### src/rtl/rgb_mux_pkg.sv
// Package: shared row encoding and helpers for the multiplexed RGB driver.
// Assumes exactly three rows visited in the order red, green, blue.
package rgb_mux_pkg;

    localparam int NUM_ROWS = 3;

    typedef enum logic [1:0] {
        ROW_RED = 2'd0,
        ROW_GRN = 2'd1,
        ROW_BLU = 2'd2
    } row_e;

    // Successor of a row in the fixed visiting order.
    function automatic row_e row_after(input row_e cur);
        case (cur)
            ROW_RED: row_after = ROW_GRN;
            ROW_GRN: row_after = ROW_BLU;
            default: row_after = ROW_RED;
        endcase
    endfunction

endpackage

### src/rtl/tick_divider.sv
// Module: tick_divider
// Emits a one-clock tick every PRESCALE clocks. Assumes PRESCALE >= 2,
// so that a tick never falls on two consecutive clocks.
module tick_divider #(
    parameter int PRESCALE = 64
) (
    input  logic clk,
    input  logic rst_n,
    output logic tick
);
    localparam int PW = (PRESCALE > 2) ? $clog2(PRESCALE) : 1;
    localparam logic [PW-1:0] LAST = PW'(PRESCALE - 1);

    logic [PW-1:0] div_q;

    // Wrapping divide-by-PRESCALE counter.
    always_ff @(posedge clk) begin
        if (!rst_n)           div_q <= '0;
        else if (div_q == LAST) div_q <= '0;
        else                  div_q <= div_q + 1'b1;
    end

    assign tick = (div_q == LAST);

endmodule

### src/rtl/row_sequencer.sv
// Module: row_sequencer
// Holds the tick counter and the current row. On the tick on which the counter
// wraps, it blanks the row select, advances the row and requests a reload of
// that row's brightness. One clock later it raises the new row select and arms
// the columns. Assumes tick is never high on two consecutive clocks.
module row_sequencer
    import rgb_mux_pkg::*;
#(
    parameter int CNT_W = 8
) (
    input  logic             clk,
    input  logic             rst_n,
    input  logic             tick,
    output logic [CNT_W-1:0] cnt,
    output logic             blank,
    output logic             arm,
    output row_e             load_row,
    output logic [2:0]       row_sel
);
    row_e row_q;
    logic arm_q;

    assign blank    = tick && (cnt == '1);
    assign load_row = row_after(row_q);
    assign arm      = arm_q;

    // Free-running tick counter. It starts at all-ones so that the first tick is a row boundary.
    always_ff @(posedge clk) begin
        if (!rst_n)    cnt <= '1;
        else if (tick) cnt <= cnt + 1'b1;
    end

    // Current row. It starts at blue so that the first boundary selects red.
    always_ff @(posedge clk) begin
        if (!rst_n)     row_q <= ROW_BLU;
        else if (blank) row_q <= load_row;
    end

    // Delays the boundary by one clock to give the blanking gap.
    always_ff @(posedge clk) begin
        if (!rst_n) arm_q <= 1'b0;
        else        arm_q <= blank;
    end

    // Row select output: dropped at the boundary, raised after the gap.
    always_ff @(posedge clk) begin
        if (!rst_n)     row_sel <= 3'b000;
        else if (blank) row_sel <= 3'b000;
        else if (arm_q) row_sel <= 3'b001 << row_q;
    end

    // Checker state: the last row select that was active.
    logic [2:0] chk_last;
    always_ff @(posedge clk) begin
        if (!rst_n)               chk_last <= 3'b000;
        else if (row_sel != 3'b0) chk_last <= row_sel;
    end

    // never more than one row select.
    a_r2_row_onehot: assert property (@(posedge clk) disable iff (!rst_n)
        $onehot0(row_sel));

    // a newly raised row select is the successor of the previous one.
    a_r3_row_order: assert property (@(posedge clk) disable iff (!rst_n)
        (row_sel != 3'b0 && $past(row_sel) == 3'b0 && chk_last != 3'b0)
        |-> row_sel == {chk_last[1:0], chk_last[2]});

    // a row select always drops for at least one clock at a counter wrap.
    a_r4_row_drop: assert property (@(posedge clk) disable iff (!rst_n)
        blank |=> row_sel == 3'b000);

endmodule

### src/rtl/brightness_bank.sv
// Module: brightness_bank
// Shadow storage for all colors, written by the host, plus the working set for
// the row being shown. The working set is loaded from the shadow of load_row
// only when load is high. Writes with an out-of-range color are dropped.
module brightness_bank
    import rgb_mux_pkg::*;
#(
    parameter int NUM_COLS = 16,
    parameter int VAL_W    = 8,
    parameter int COL_AW   = 4
) (
    input  logic                           clk,
    input  logic                           rst_n,
    input  logic                           wr_en,
    input  logic [1:0]                     wr_color,
    input  logic [COL_AW-1:0]              wr_col,
    input  logic [VAL_W-1:0]               wr_data,
    input  logic                           load,
    input  row_e                           load_row,
    output logic [NUM_COLS-1:0][VAL_W-1:0] active
);
    logic [NUM_COLS-1:0][VAL_W-1:0] shadow [NUM_ROWS];
    logic wr_ok;

    assign wr_ok = wr_en && (int'(wr_color) < NUM_ROWS) && (int'(wr_col) < NUM_COLS);

    // Host writes into the shadow storage.
    always_ff @(posedge clk) begin
        if (!rst_n) begin
            for (int r = 0; r < NUM_ROWS; r++) shadow[r] <= '0;
        end else if (wr_ok) begin
            shadow[wr_color][wr_col] <= wr_data;
        end
    end

    // Working set for the shown row, loaded only at the row boundary.
    always_ff @(posedge clk) begin
        if (!rst_n)    active <= '0;
        else if (load) active <= shadow[load_row];
    end

    // the working set never changes between boundaries.
    a_r8_active_hold: assert property (@(posedge clk) disable iff (!rst_n)
        !load |=> $stable(active));

endmodule

### src/rtl/column_lane.sv
// Module: column_lane
// One PWM column. It is cleared at the boundary, set at arm when its value is
// nonzero, and cleared on the tick at which the counter becomes its value.
// Assumes arm and tick never fall on the same clock.
module column_lane #(
    parameter int VAL_W = 8
) (
    input  logic             clk,
    input  logic             rst_n,
    input  logic             blank,
    input  logic             arm,
    input  logic             tick,
    input  logic [VAL_W-1:0] cnt,
    input  logic [VAL_W-1:0] val,
    output logic             lit
);
    logic [VAL_W-1:0] cnt_nx;
    assign cnt_nx = cnt + 1'b1;

    // Column on/off state for the current row period.
    always_ff @(posedge clk) begin
        if (!rst_n)                         lit <= 1'b0;
        else if (blank)                     lit <= 1'b0;
        else if (arm)                       lit <= (val != '0);
        else if (tick && (cnt_nx == val))   lit <= 1'b0;
    end

    // a zero value never lights the column.
    a_r5_zero_dark: assert property (@(posedge clk) disable iff (!rst_n)
        (arm && val == '0) |=> !lit);

    // the column is dark right after the counter reaches its value.
    a_r6_off_at_match: assert property (@(posedge clk) disable iff (!rst_n)
        (tick && !blank && cnt_nx == val) |=> !lit);

    // a column can only rise at arm.
    a_r6_rise_at_arm: assert property (@(posedge clk) disable iff (!rst_n)
        (!lit && !arm) |=> !lit);

endmodule

### src/rtl/rgb_mux_pwm.sv
// Module: rgb_mux_pwm (top)
// Sixteen shared column outputs, PWM-driven for three time-multiplexed color
// rows. Each row gets 256 ticks of PRESCALE clocks. Columns are blanked for one
// clock at each row change. Brightness writes take effect at the next period
// of their color. Assumes PRESCALE >= 2.
module rgb_mux_pwm
    import rgb_mux_pkg::*;
#(
    parameter int NUM_COLS = 16,
    parameter int VAL_W    = 8,
    parameter int PRESCALE = 64,
    parameter int COL_AW   = $clog2(NUM_COLS)
) (
    input  logic                clk,
    input  logic                rst_n,
    input  logic                wr_en,
    input  logic [1:0]          wr_color,
    input  logic [COL_AW-1:0]   wr_col,
    input  logic [VAL_W-1:0]    wr_data,
    output logic [NUM_COLS-1:0] col_out,
    output logic [2:0]          row_sel
);
    logic                           tick;
    logic [VAL_W-1:0]               cnt;
    logic                           blank;
    logic                           arm;
    row_e                           load_row;
    logic [NUM_COLS-1:0][VAL_W-1:0] active;

    tick_divider #(.PRESCALE(PRESCALE)) u_div (
        .clk   (clk),
        .rst_n (rst_n),
        .tick  (tick)
    );

    row_sequencer #(.CNT_W(VAL_W)) u_seq (
        .clk      (clk),
        .rst_n    (rst_n),
        .tick     (tick),
        .cnt      (cnt),
        .blank    (blank),
        .arm      (arm),
        .load_row (load_row),
        .row_sel  (row_sel)
    );

    brightness_bank #(
        .NUM_COLS (NUM_COLS),
        .VAL_W    (VAL_W),
        .COL_AW   (COL_AW)
    ) u_bank (
        .clk      (clk),
        .rst_n    (rst_n),
        .wr_en    (wr_en),
        .wr_color (wr_color),
        .wr_col   (wr_col),
        .wr_data  (wr_data),
        .load     (blank),
        .load_row (load_row),
        .active   (active)
    );

    for (genvar g = 0; g < NUM_COLS; g++) begin : g_lane
        column_lane #(.VAL_W(VAL_W)) u_lane (
            .clk   (clk),
            .rst_n (rst_n),
            .blank (blank),
            .arm   (arm),
            .tick  (tick),
            .cnt   (cnt),
            .val   (active[g]),
            .lit   (col_out[g])
        );
    end

    // columns are dark whenever no row is selected.
    a_r4_blank_cols: assert property (@(posedge clk) disable iff (!rst_n)
        (row_sel == 3'b000) |-> (col_out == '0));

endmodule

### config.mk
export PLATFORM = sky130hd
export DESIGN_NAME = rgb_mux_pwm
export DESIGN_NICKNAME = d
export VERILOG_FILES = /design/src/rtl/rgb_mux_pkg.sv /design/src/rtl/tick_divider.sv /design/src/rtl/row_sequencer.sv /design/src/rtl/brightness_bank.sv /design/src/rtl/column_lane.sv /design/src/rtl/rgb_mux_pwm.sv
export SDC_FILE = /design/constraint.sdc
export NUM_CORES = 1
export LEC_CHECK = 0
export BUFFER_PORTS_ARGS = -buffer_cell sky130_fd_sc_hd__buf_2
export CORE_UTILIZATION = 30
export CTS_CLUSTER_DIAMETER = 200
export DETAILED_ROUTE_END_ITERATION = 12
export GPL_ROUTABILITY_DRIVEN = 0
export HOLD_SLACK_MARGIN = 0.02
export SLEW_MARGIN = 20
export SYNTH_ARGS = -nofsm -noshare
export SYNTH_HDL_FRONTEND = slang
export SYNTH_SLANG_ARGS = --single-unit
export TNS_END_PERCENT = 50
### constraint.sdc
create_clock -name clk -period 2.38 [get_ports clk]
set_input_delay 0.595 -clock clk [delete_from_list [all_inputs] [get_ports clk]]
set_output_delay 0.595 -clock clk [all_outputs]
set_load 0.03 [all_outputs]
== Word level (Yosys, flattened, before mapping) ==
Memory sizes are Yosys's and may differ from the RTL's. A register that Yosys moved wholly into a read port is not among the register bits.
Cells that the tools add are included.

* Bits in registers: 36
* Latch bits: 0
* Memory bits (writable): 384
* ROM bits: 0
* Bits of input ports: 17
* Memories: 1

{| class="wikitable"
|+ Memory list
! memory !! words !! width !! read ports !! clocked after memory_dff !! write ports !! line !! RTL
|-
| u_bank.shadow || 3 || 128 || 1 || 1 || 3 || brightness_bank.sv:22 || <nowiki>logic [NUM_COLS-1:0][VAL_W-1:0] shadow [NUM_ROWS];</nowiki>
|}

* $add $sub $neg: 2
* Multiply operators: 0
* Divide/modulo/power cells: 0
* Magnitude comparators: 3
* Eq/ne operators: 19
* Shift operators: 1
* Muxes and demuxes: 42
* Bitwise logic cells: 1
* Reductions and logical operators: 56

{| class="wikitable"
|+ Operators by type and width
! cell !! number
|-
| 128-bit 2-to-1 mux || 3
|-
| 8-bit equality test || 16
|-
| 8-bit nonzero test || 16
|-
| 128-bit OR reduction || 1
|-
| 1-bit 2-to-1 mux || 35
|-
| 8-bit demux with 4-bit select || 1
|-
| 2-bit nonzero test || 16
|-
| 1-bit logical AND || 19
|-
| 8-bit by 1-bit adder with 8-bit output, second input constant || 1
|-
| 8-bit equality test, second input constant || 1
|-
| 8-bit 2-to-1 mux || 1
|-
| 6-bit by 1-bit adder with 6-bit output, second input constant || 1
|-
| 6-bit equality test, second input constant || 1
|-
| 4-bit by 5-bit less-than comparator with 1-bit output, second input constant || 1
|-
| 4-bit by 1-bit greater-or-equal comparator with 1-bit output, second input constant || 1
|-
| 2-bit one-hot mux with 2 select lines || 1
|-
| 2-bit OR reduction || 2
|-
| 1-bit by 2-bit left shift with 3-bit output, first input constant || 1
|-
| 2-bit by 1-bit equality test with 1-bit output, second input constant || 1
|-
| 2-bit zero test || 1
|-
| 2-bit less-than comparator, second input constant || 1
|-
| 2-bit 2-to-1 mux || 1
|-
| 1-bit zero test || 1
|-
| 1-bit inverter || 1
|}

== Depth between registers and ports, before layout ==
Gate-level depths: netlist of run 1.

* Depth in word-level cells: 7
* Depth in mapped cells: 9

== Cells and area by module ==
A second synthesis of run 1 with hierarchy kept.

* Cells, all modules: 2562
* Area, all modules: 31203.7 um^2

{| class="wikitable"
|+ Modules (own cells, without submodules)
! module !! instances !! cells each !! area an instance (um^2)
|-
| brightness_bank || 1 || 1876 || 25665.9
|-
| column_lane at g_lane[15].u_lane ... || 10 || 38 || 297.8
|-
| column_lane at g_lane[0].u_lane ... || 6 || 36 || 284.0
|-
| row_sequencer || 1 || 64 || 601.8
|-
| tick_divider || 1 || 26 || 254.0
|}

== Least setup slack after synthesis of run 1 ==
Ideal clock, no wire load.

* Path type: input -> register
* Start point: input port rst_n
* End point: memory u_bank.shadow[0][24] (netlist bit), enable pin
* Library setup time: 384 ps
* Data arrival time: 2062 ps
* Data required time: 1996 ps
* Slack: -66 ps
* Stages on the path: 5
* Path through: buf_2 > nand3_1 > nor3_1 > nand3_1 > o21ai_0

{| class="wikitable"
|+ RTL lines
! what !! line !! RTL
|-
| start: declaration || rgb_mux_pwm.sv:15 || <nowiki>input logic rst_n,</nowiki>
|-
| end: declaration || brightness_bank.sv:22 ||
|}

== Worst setup path in the final report of run 1 ==
* Start point: register u_seq.cnt[0]
* End point: register g_lane[4].u_lane.lit

* Longest elaborated chain between the ends: 4
* Elaborated cells between the ends (all ways): 7

{| class="wikitable"
|+ RTL lines
! what !! line !! RTL
|-
| start: declaration || row_sequencer.sv:14 || <nowiki>output logic [CNT_W-1:0] cnt,</nowiki>
|-
| start signal: assignment || row_sequencer.sv:30 || <nowiki>else if (tick) cnt <= cnt + 1'b1;</nowiki>
|-
| 8-bit by 1-bit adder with 8-bit output || column_lane.sv:18 || <nowiki>assign cnt_nx = cnt + 1'b1;</nowiki>
|-
| 8-bit equality test || column_lane.sv:25 || <nowiki>else if (tick && (cnt_nx == val)) lit <= 1'b0;</nowiki>
|-
| 1-bit logical AND || column_lane.sv:25 ||
|-
| 2-bit nonzero test (no line) || n/a ||
|-
| end signal: assignment || column_lane.sv:24 || <nowiki>else if (arm) lit <= (val != '0);</nowiki>
|-
| end: declaration || column_lane.sv:15 || <nowiki>output logic lit</nowiki>
|}

Parallel ways exist; a longest one is shown, timed or not.
A chain may end at the register's enable or synchronous reset.

==> results.md, run 1 <==
| Parameter | Value |
|:---|:---|
| Placeable Area | 82200 sq um |
| Part of the Yosys area used for sequential elements | 59.4% |
| Peak VDD IR | 0.000574 V |
| Total nets after synthesis | 2242 |
| Result of the run | completed |
| CTS Sinks | 548 |
| Final global-route overflow total | 0 |
| Y dimension of the die | 290 microns |
| Post-route DRC | 0 |
| Primary FF master, synth | sky130_fd_sc_hd__edfxtp_1 |
| Wirelength, routed | 69.0 mm |
| Post-synthesis cell area | 25000 sq um |
| Horiz. Die Dim | 290 microns |
| Async set or reset register ratio after synthesis | 0% |
| All-layer global routing usage | 16.1% |
| Vias in the first global route | 17200 |
| Worst reg-to-reg path cell count | 8 |
| Largest net degree at the start of global routing | 80 |
| Class of the tightest hold or removal check | flop to flop |
| Vias after detailed routing | 17300 |
| Final critical-path share of the clock period | 95.2% |
| Setup repair bufs after CTS | 0 |
| Synthesized instance count | 2223 |
| Number of nets in the layout | 2340 |
| Number of buffer and inverter instances along the worst setup path | 2 |
| Arrival time reported for the critical path endpoint | 2750 ps |
| Hold depth | 1 |
| Top-level port count | 36 |
| Area Overhead vs Synth | 16.7% |
| Initial Util | 30.3% |
| Hold slack final | 460 ps |
| Synthesized area per cell | 11.2 sq um |
| Final-report hold violation count | 0 |
| Class of the most critical setup path | flop to flop |
| Unrepaired setup endpoints after global routing | false |
| Maximum clock insertion buffer count | 3 |
| Initial antenna violation count | 3 |
| Count of flip-flops with a built-in enable after synthesis | 384 |
| Worst R2R End | g_lane[4].u_lane.lit$_SDFFE_PP0P_ |
| Clock Root Buffer | sky130_fd_sc_hd__clkbuf_16 |
| Tightest Pin Transition | 636 ps |
| Startpoint class of the critical path | flop |
| Max Clock Freq | 441 MHz |
| Critical R2R Launch | u_seq.cnt[0]$_SDFFE_PN1P_ |
| Cell Rows | 105 |
| Pwr dens | 690 nW/um^2 |
| Portion of synthesized cell area occupied by the leading cell type | 46.2% |
| DIE AREA | 84300 sq um |
| Number of clock buffers inserted by TritonCTS | 57 |
| Number of nets still failing antenna checks after routing | 0 |
| Remaining max-slew budget at the tightest pin | 57.6% |
| Most frequent cells after synthesis | sky130_fd_sc_hd__and2_1, sky130_fd_sc_hd__edfxtp_1, sky130_fd_sc_hd__nor2_1 |
| TritonCTS clock tree | done |
| DR pass1 iterations | 5 |
| Count of pins over their slew limit | 0 |
| Routed length per instance | 20.1 microns |
| Setup violation total in the final timing report | 0 |
| Min-Delay Endpoint | u_div.div_q[0]$_SDFF_PP0_ |
| Clock latency at the later pin of the worst-skew pair | 610 ps |
| Final design instance area without fill | 29100 sq um |
| Largest fanout on the critical path | 12 |
| Cell variety after synth | 52 |
| Library cell with the largest summed area after synthesis | sky130_fd_sc_hd__edfxtp_1 |
| Share of the core filled with cells | 35.4% |
| Post-CTS clock slew at the launch and capture registers of the worst setup and hold paths | 60 ps |
| Largest delay contributor family on the critical path | compound AO/OA/AOI/OAI gates |
| Biggest area contributors in the synthesized netlist | sky130_fd_sc_hd__edfxtp_1, sky130_fd_sc_hd__dfxtp_1, sky130_fd_sc_hd__and2_1 |
| Worst-path cell with the longest stage delay | sky130_fd_sc_hd__o41ai_1 |
| First-pass GRT wire length | 104 mm |
| Final min period | 2270 ps |
| Post-detailed-route via-to-cell ratio | 5.02 |
| Sequence of cells on the critical path | buf_4 -> and4_4 -> nand2_4 -> xor2_2 -> buf_4 -> xnor2_1 -> o41ai_1 -> a21oi_1 |
| Fill cell instance count of the final layout | 8089 |
| Total of flip-flops plus latches after synthesis | 548 |
| Layout cells sized above 1 | 13.7% |
| Hpwl dp | 43.2 mm |
| Crit path top cell by count | sky130_fd_sc_hd__buf_4 |
| Required time reported for the critical path endpoint | 2870 ps |
| Startpoint of the lowest-slack hold path | u_div.div_q[0]$_SDFF_PP0_ |
| Count of buffers inserted at the top-level ports | 35 |
| Total of max-cap violations | 0 |
| Clock H-tree levels | 2 |
| Total leakage power | 10.4 nW |
| Delay of the slowest critical-path stage | 390 ps |
| Worst reg-to-reg setup slack | 110 ps |
| Drt initial violations | 1534 |
| Clock Skew | 13.6 ps |
| Synth warnings | 0 |
| Area after DPL | 27300 sq um |
| Count leader, synth | sky130_fd_sc_hd__and2_1 |
| Setup crit end kind | flop |
==> timing repair <==
action / in CTS / in global routing
endpoints found under the setup margin: 0 / 26
gates resized for setup: 0 / 3
hold buffers: 0 / 0
==> per-layer routing <==
layer	vias up	track usage (%)	wire, microns
met5	-	0	0
met4	0	4.72	1450
met3	99	2.39	4440
met2	534	26.5	32200
met1	8573	22.0	30900
li1	8064	-	-
==> stage by stage <==
step           std cells  setup TNS, ps  total power, mW  worst slack (ps)
2_1_floorplan       2223          -7590             11.2             -66.5
3_3_place_gp        3332         -11310             11.6              -241
3_5_place_dp        3332          -8190             11.6              -165
4_1_cts             3437              0             20.2              34.9
5_1_grt             3437              0             20.7              20.7
6_report            3438              0             20.1               113
==> layout make-up <==
class	instances	area [sq um]	area share [%]
Clock inverter	20	141	0.485
Tap cell	1070	1340	4.60
Sequential cell	548	14800	50.9
Antenna cell	1	2.50	0.00859
Multi-Input combinational cell	1489	9240	31.7
Inverter	7	26.3	0.0902
Clock buffer	85	1670	5.74
Timing Repair Buffer	218	1880	6.45
==> worst max-delay path by stage <==
stage          depth (start not counted)                                  to  slack, ps                 startpoint
6_report                               8   g_lane[4].u_lane.lit$_SDFFE_PP0P_        110  u_seq.cnt[0]$_SDFFE_PN1P_
5_1_grt                                8   g_lane[5].u_lane.lit$_SDFFE_PP0P_         20  u_seq.cnt[1]$_SDFFE_PN1P_
4_1_cts                                8   g_lane[4].u_lane.lit$_SDFFE_PP0P_         30  u_seq.cnt[0]$_SDFFE_PN1P_
3_5_place_dp                           8  u_bank.shadow[2][57]$_SDFFCE_PN0P_       -170                      rst_n
3_3_place_gp                           8  u_bank.shadow[2][57]$_SDFFCE_PN0P_       -240                      rst_n
2_1_floorplan                          5  u_bank.shadow[0][24]$_SDFFCE_PN0P_        -70                      rst_n
==> state kept, by name, indices dropped and copies added, names as in the netlist <==
| name | count |
|---|---|
| u_bank.shadow | 384 |
| u_bank.active | 128 |
| g_lane.u_lane.lit | 16 |
| u_seq.cnt | 8 |
| u_div.div_q | 6 |
| u_seq.row_sel | 3 |
| u_seq.row_q | 2 |
| u_seq.arm | 1 |
==> kinds of logic (layout without fill, tap and decap cells) <==
family	after synthesis	in the layout	share of synthesized area (%)
xor gates and xnor gates	129	129	4.84
buffers and inverters	186	330	3.67
and+or+nand+nor	848	848	18.0
muxes	93	93	3.73
DFF	548	548	59.4
other	0	1	0
adders and majority gates	2	2	0.100
AOI/OAI and AO/OA	417	417	10.3
==> power by group <==
group	internal [mW]	total [mW]	switching, mW
registers	10.5	10.6	0.124
logic	0.243	0.768	0.525
clock network	5.03	8.69	3.66
==> cells in the final DEF, fill, tap and decap left out, types with 9 or more instances in the layout <==
master and count:
sky130_fd_sc_hd__a22oi_1 48, sky130_fd_sc_hd__dfxtp_1 161, sky130_fd_sc_hd__buf_4 156, sky130_fd_sc_hd__xnor2_1 92, sky130_fd_sc_hd__a211oi_1 13, sky130_fd_sc_hd__or4_1 12
sky130_fd_sc_hd__nor3_1 22, sky130_fd_sc_hd__mux2i_1 93, sky130_fd_sc_hd__nand2_1 132, sky130_fd_sc_hd__and2_1 387, sky130_fd_sc_hd__xor2_1 31, sky130_fd_sc_hd__a21oi_1 97
sky130_fd_sc_hd__clkbuf_16 59, sky130_fd_sc_hd__buf_2 35, sky130_fd_sc_hd__nor2_1 203, sky130_fd_sc_hd__a31oi_1 14, sky130_fd_sc_hd__clkbuf_1 14, sky130_fd_sc_hd__a2111oi_0 12
sky130_fd_sc_hd__a221o_1 39, sky130_fd_sc_hd__nand4_1 9, sky130_fd_sc_hd__o21ai_0 149, sky130_fd_sc_hd__o211ai_1 10, sky130_fd_sc_hd__clkbuf_8 9, sky130_fd_sc_hd__edfxtp_1 384
sky130_fd_sc_hd__o21ai_1 25, sky130_fd_sc_hd__clkinv_1 9, sky130_fd_sc_hd__nor4_1 21, sky130_fd_sc_hd__nand3_1 30, sky130_fd_sc_hd__buf_12 26
No activity file was read; power rests on OpenSTA's default activity.
==> run 2: changes to the inputs <==
--- a/config.mk
+++ b/config.mk
@@ -6,6 +6,7 @@
 export NUM_CORES = 1
 export LEC_CHECK = 0
 export BUFFER_PORTS_ARGS = -buffer_cell sky130_fd_sc_hd__buf_2
+export CORE_MARGIN = 2
 export CORE_UTILIZATION = 30
 export CTS_CLUSTER_DIAMETER = 200
 export DETAILED_ROUTE_END_ITERATION = 12
==> run 2 against run 1 <==
Net effect:
- die area is 1.4% higher
- clock power is 2.5% lower
- non-clock buffer count stayed put
- setup slack better by 91 ps
- critical endpoint is now g_lane[8].u_lane.lit$_SDFFE_PP0P_
- count of clock-buffer cells in the layout is 1 lower
- clock skew is 1.2 ps higher
- first-iteration DRC count is 4.0% lower
- worst hold slack worse by 2.4 ps
- sequential share of layout area is 0.090 points higher
- sequential power hardly changed
- maximum frequency is 4.2% higher
- sequential cell count stayed put
==> results.md, run 2 (same netlist as run 1, synthesis figures left out) <==
| Parameter | Value | Delta |
|:---|:---|:---|
| Result of the run | completed | unchanged |
| Largest net degree at the start of global routing | 126 | was 80 |
| Final design instance area without fill | 29100 sq um | about the same |
| DIE AREA | 85500 sq um | was 84300 sq um |
| Routed length per instance | 19.6 microns | was 20.1 microns |
| Minimum setup slack in the final design | 204 ps | was 113 ps |
| TritonCTS clock tree | done | unchanged |
| DR pass1 iterations | 7 | was 5 |
| Final global-route overflow total | 0 | unchanged |
| Maximum clock insertion buffer count | 3 | unchanged |
| Share of the core filled with cells | 35.3% | was 35.4% |
| Y dimension of the die | 292 microns | was 290 microns |
| Number of flip-flops under the largest register name | 384 | unchanged |
| Count of pins over their slew limit | 0 | unchanged |
| Remaining max-slew budget at the tightest pin | 42.0% | was 57.6% |
| Drt initial violations | 1472 | was 1534 |
| Setup WS pre-CTS | -309 ps | was -165 ps |
| Part of the total power dissipated in sequential elements | 53.5% | was 52.9% |
| Post-route DRC | 0 | unchanged |
| Unrepaired setup endpoints after global routing | false | unchanged |
| Final critical-path share of the clock period | 91.4% | was 95.2% |
| Post-CTS clock slew at the launch and capture registers of the worst setup and hold paths | 60 ps | about the same |
| Setup violation total in the final timing report | 0 | unchanged |
| Total power | 19.9 mW | was 20.1 mW |
| Non-filler instance count after layout | 3443 | was 3438 |
| Biggest regs | u_bank.shadow x384, u_bank.active x128, g_lane.u_lane.lit x16 | unchanged |
| Net load switching power | 4.30 mW | was 4.31 mW |
| Arrival time reported for the critical path endpoint | 2670 ps | was 2750 ps |
| Share of power burned in combinational logic | 3.8% | about the same |
| Number of buffers added to fix hold violations after cts | 0 | unchanged |
| Class of the tightest hold or removal check | flop to flop | unchanged |
| Horiz. Die Dim | 292 microns | was 290 microns |
| Number of nets in the layout | 2341 | was 2340 |
| Switching part of the total | 21.6% | was 21.4% |
| Most flops, register | u_bank.shadow | unchanged |
| Setup crit end kind | flop | unchanged |
| Peak VDD IR | 0.000571 V | was 0.000574 V |
| Pwr dens | 684 nW/um^2 | was 690 nW/um^2 |
| Initial antenna violation count | 8 | was 3 |
| Total of max-cap violations | 0 | unchanged |
| Class of the most critical setup path | flop to flop | unchanged |
| Clock Skew | 14.8 ps | was 13.6 ps |
| Wirelength, routed | 67.3 mm | was 69.0 mm |
| All-layer global routing usage | 15.5% | was 16.1% |
| Number of clock buffers inserted by TritonCTS | 58 | was 57 |
| Required time reported for the critical path endpoint | 2870 ps | about the same |
| Clock H-tree levels | 2 | unchanged |
| Fill cell instance count of the final layout | 8120 | was 8089 |
| Cell internal power dissipation | 15.6 mW | was 15.8 mW |
| Leading cell type in the layout, fill and taps excluded | sky130_fd_sc_hd__and2_1 | unchanged |
| Largest fanout on the critical path | 9 | was 12 |
| CTS Sinks | 548 | unchanged |
| Hpwl dp | 42.7 mm | was 43.2 mm |
| Clock network fraction of total power | 42.6% | was 43.2% |
| Clock Root Buffer | sky130_fd_sc_hd__clkbuf_16 | unchanged |
| Vias after detailed routing | 17100 | was 17300 |
| Top-level port count | 36 | unchanged |
| Placeable Area | 82200 sq um | unchanged |
| First-pass GRT wire length | 102 mm | was 104 mm |
| Clock latency at the later pin of the worst-skew pair | 620 ps | was 610 ps |
| Post-detailed-route via-to-cell ratio | 4.96 | was 5.02 |
| Vias in the first global route | 17100 | was 17200 |
| Total leakage power | 10.4 nW | about the same |
| Area Overhead vs Synth | 16.5% | was 16.7% |
| Final-report hold violation count | 0 | unchanged |
| Layout cells sized above 1 | 13.7% | about the same |
| Cell count after placement | 3327 | was 3332 |
| Area after DPL | 27200 sq um | was 27300 sq um |
| Final min period | 2180 ps | was 2270 ps |
| Startpoint class of the critical path | flop | unchanged |
| Tightest Pin Transition | 870 ps | was 636 ps |
| Number of nets still failing antenna checks after routing | 0 | unchanged |
| Cell Rows | 105 | unchanged |
| Max Clock Freq | 460 MHz | was 441 MHz |
| Initial Util | 30.3% | unchanged |
| Count of buffers inserted at the top-level ports | 35 | unchanged |
| Most frequent cells in the layout | sky130_fd_sc_hd__and2_1, sky130_fd_sc_hd__edfxtp_1, sky130_fd_sc_hd__nor2_1, sky130_fd_sc_hd__dfxtp_1, sky130_fd_sc_hd__buf_4 | unchanged |
[run 2: final cells by class]
| type | count | area [sq um] | area share [%] |
|---|---|---|---|
| Antenna cell | 1 | 2.50 | 0.00861 |
| Clock buffer | 84 | 1620 | 5.57 |
| Clock inverter | 26 | 160 | 0.551 |
| Inverter | 7 | 26.3 | 0.0904 |
| Multi-Input combinational cell | 1489 | 9250 | 31.8 |
| Sequential cell | 548 | 14800 | 51.0 |
| Tap cell | 1070 | 1340 | 4.61 |
| Timing Repair Buffer | 218 | 1850 | 6.36 |
[run 2: critical path: stages, from the launching register on]
cell and delay (ps):
sky130_fd_sc_hd__dfxtp_1 590, sky130_fd_sc_hd__nand3_4 260, sky130_fd_sc_hd__nor2_4 260, sky130_fd_sc_hd__xnor2_4 230, sky130_fd_sc_hd__buf_12 230, sky130_fd_sc_hd__xnor2_1 80, sky130_fd_sc_hd__a211oi_1 250, sky130_fd_sc_hd__a31oi_1 140
[run 2: power by group through the flow]
stage          Sequential, mW  Combinational [mW]  Clock, mW
6_report                 10.6               0.762       8.47
5_1_grt                  10.7               0.818       8.98
4_1_cts                  10.6               0.762       8.66
3_5_place_dp             10.8               0.760          0
3_3_place_gp             10.8               0.745          0
2_1_floorplan            10.8               0.371          0
[run 2: what timing repair did]
item | 4_1_cts | 5_1_grt
buffers inserted | 0 | 5
gates resized for setup | 0 | 5
setup endpoints to repair | 0 | 47
[run 2: through the flow]
step / hold WS [ps] / setup TNS (ps)
2_1_floorplan: 418 / -7590
3_3_place_gp: 431 / -25100
3_5_place_dp: 445 / -33590
4_1_cts: 462 / 0
5_1_grt: 480 / 0
6_report: 458 / 0
[run 2: final timing paths]
kind / startpoint / end / slack [ps] / cells past startpoint
worst max register to register: u_seq.cnt[2]$_SDFFE_PN1P_ / g_lane[8].u_lane.lit$_SDFFE_PP0P_ / 200 / 7
worst min register to register: u_div.div_q[0]$_SDFF_PP0_ / u_div.div_q[0]$_SDFF_PP0_ / 460 / 1
worst max-delay path: u_seq.cnt[2]$_SDFFE_PN1P_ / g_lane[8].u_lane.lit$_SDFFE_PP0P_ / 200 / 7
worst min-delay path: u_div.div_q[0]$_SDFF_PP0_ / u_div.div_q[0]$_SDFF_PP0_ / 460 / 1
[run 2: routing by layer]
metal  part of all wire, %  routed length (microns)  global-route usage [%]  vias to the layer above
li1                      -                        -                       -                     8066
met5                     0                        0                       0                        -
met3                   6.9                     4650                    2.20                      123
met2                    46                    31200                    25.4                      530
met1                    44                    29800                    21.4                     8349
met4                   2.4                     1620                    4.59                        0
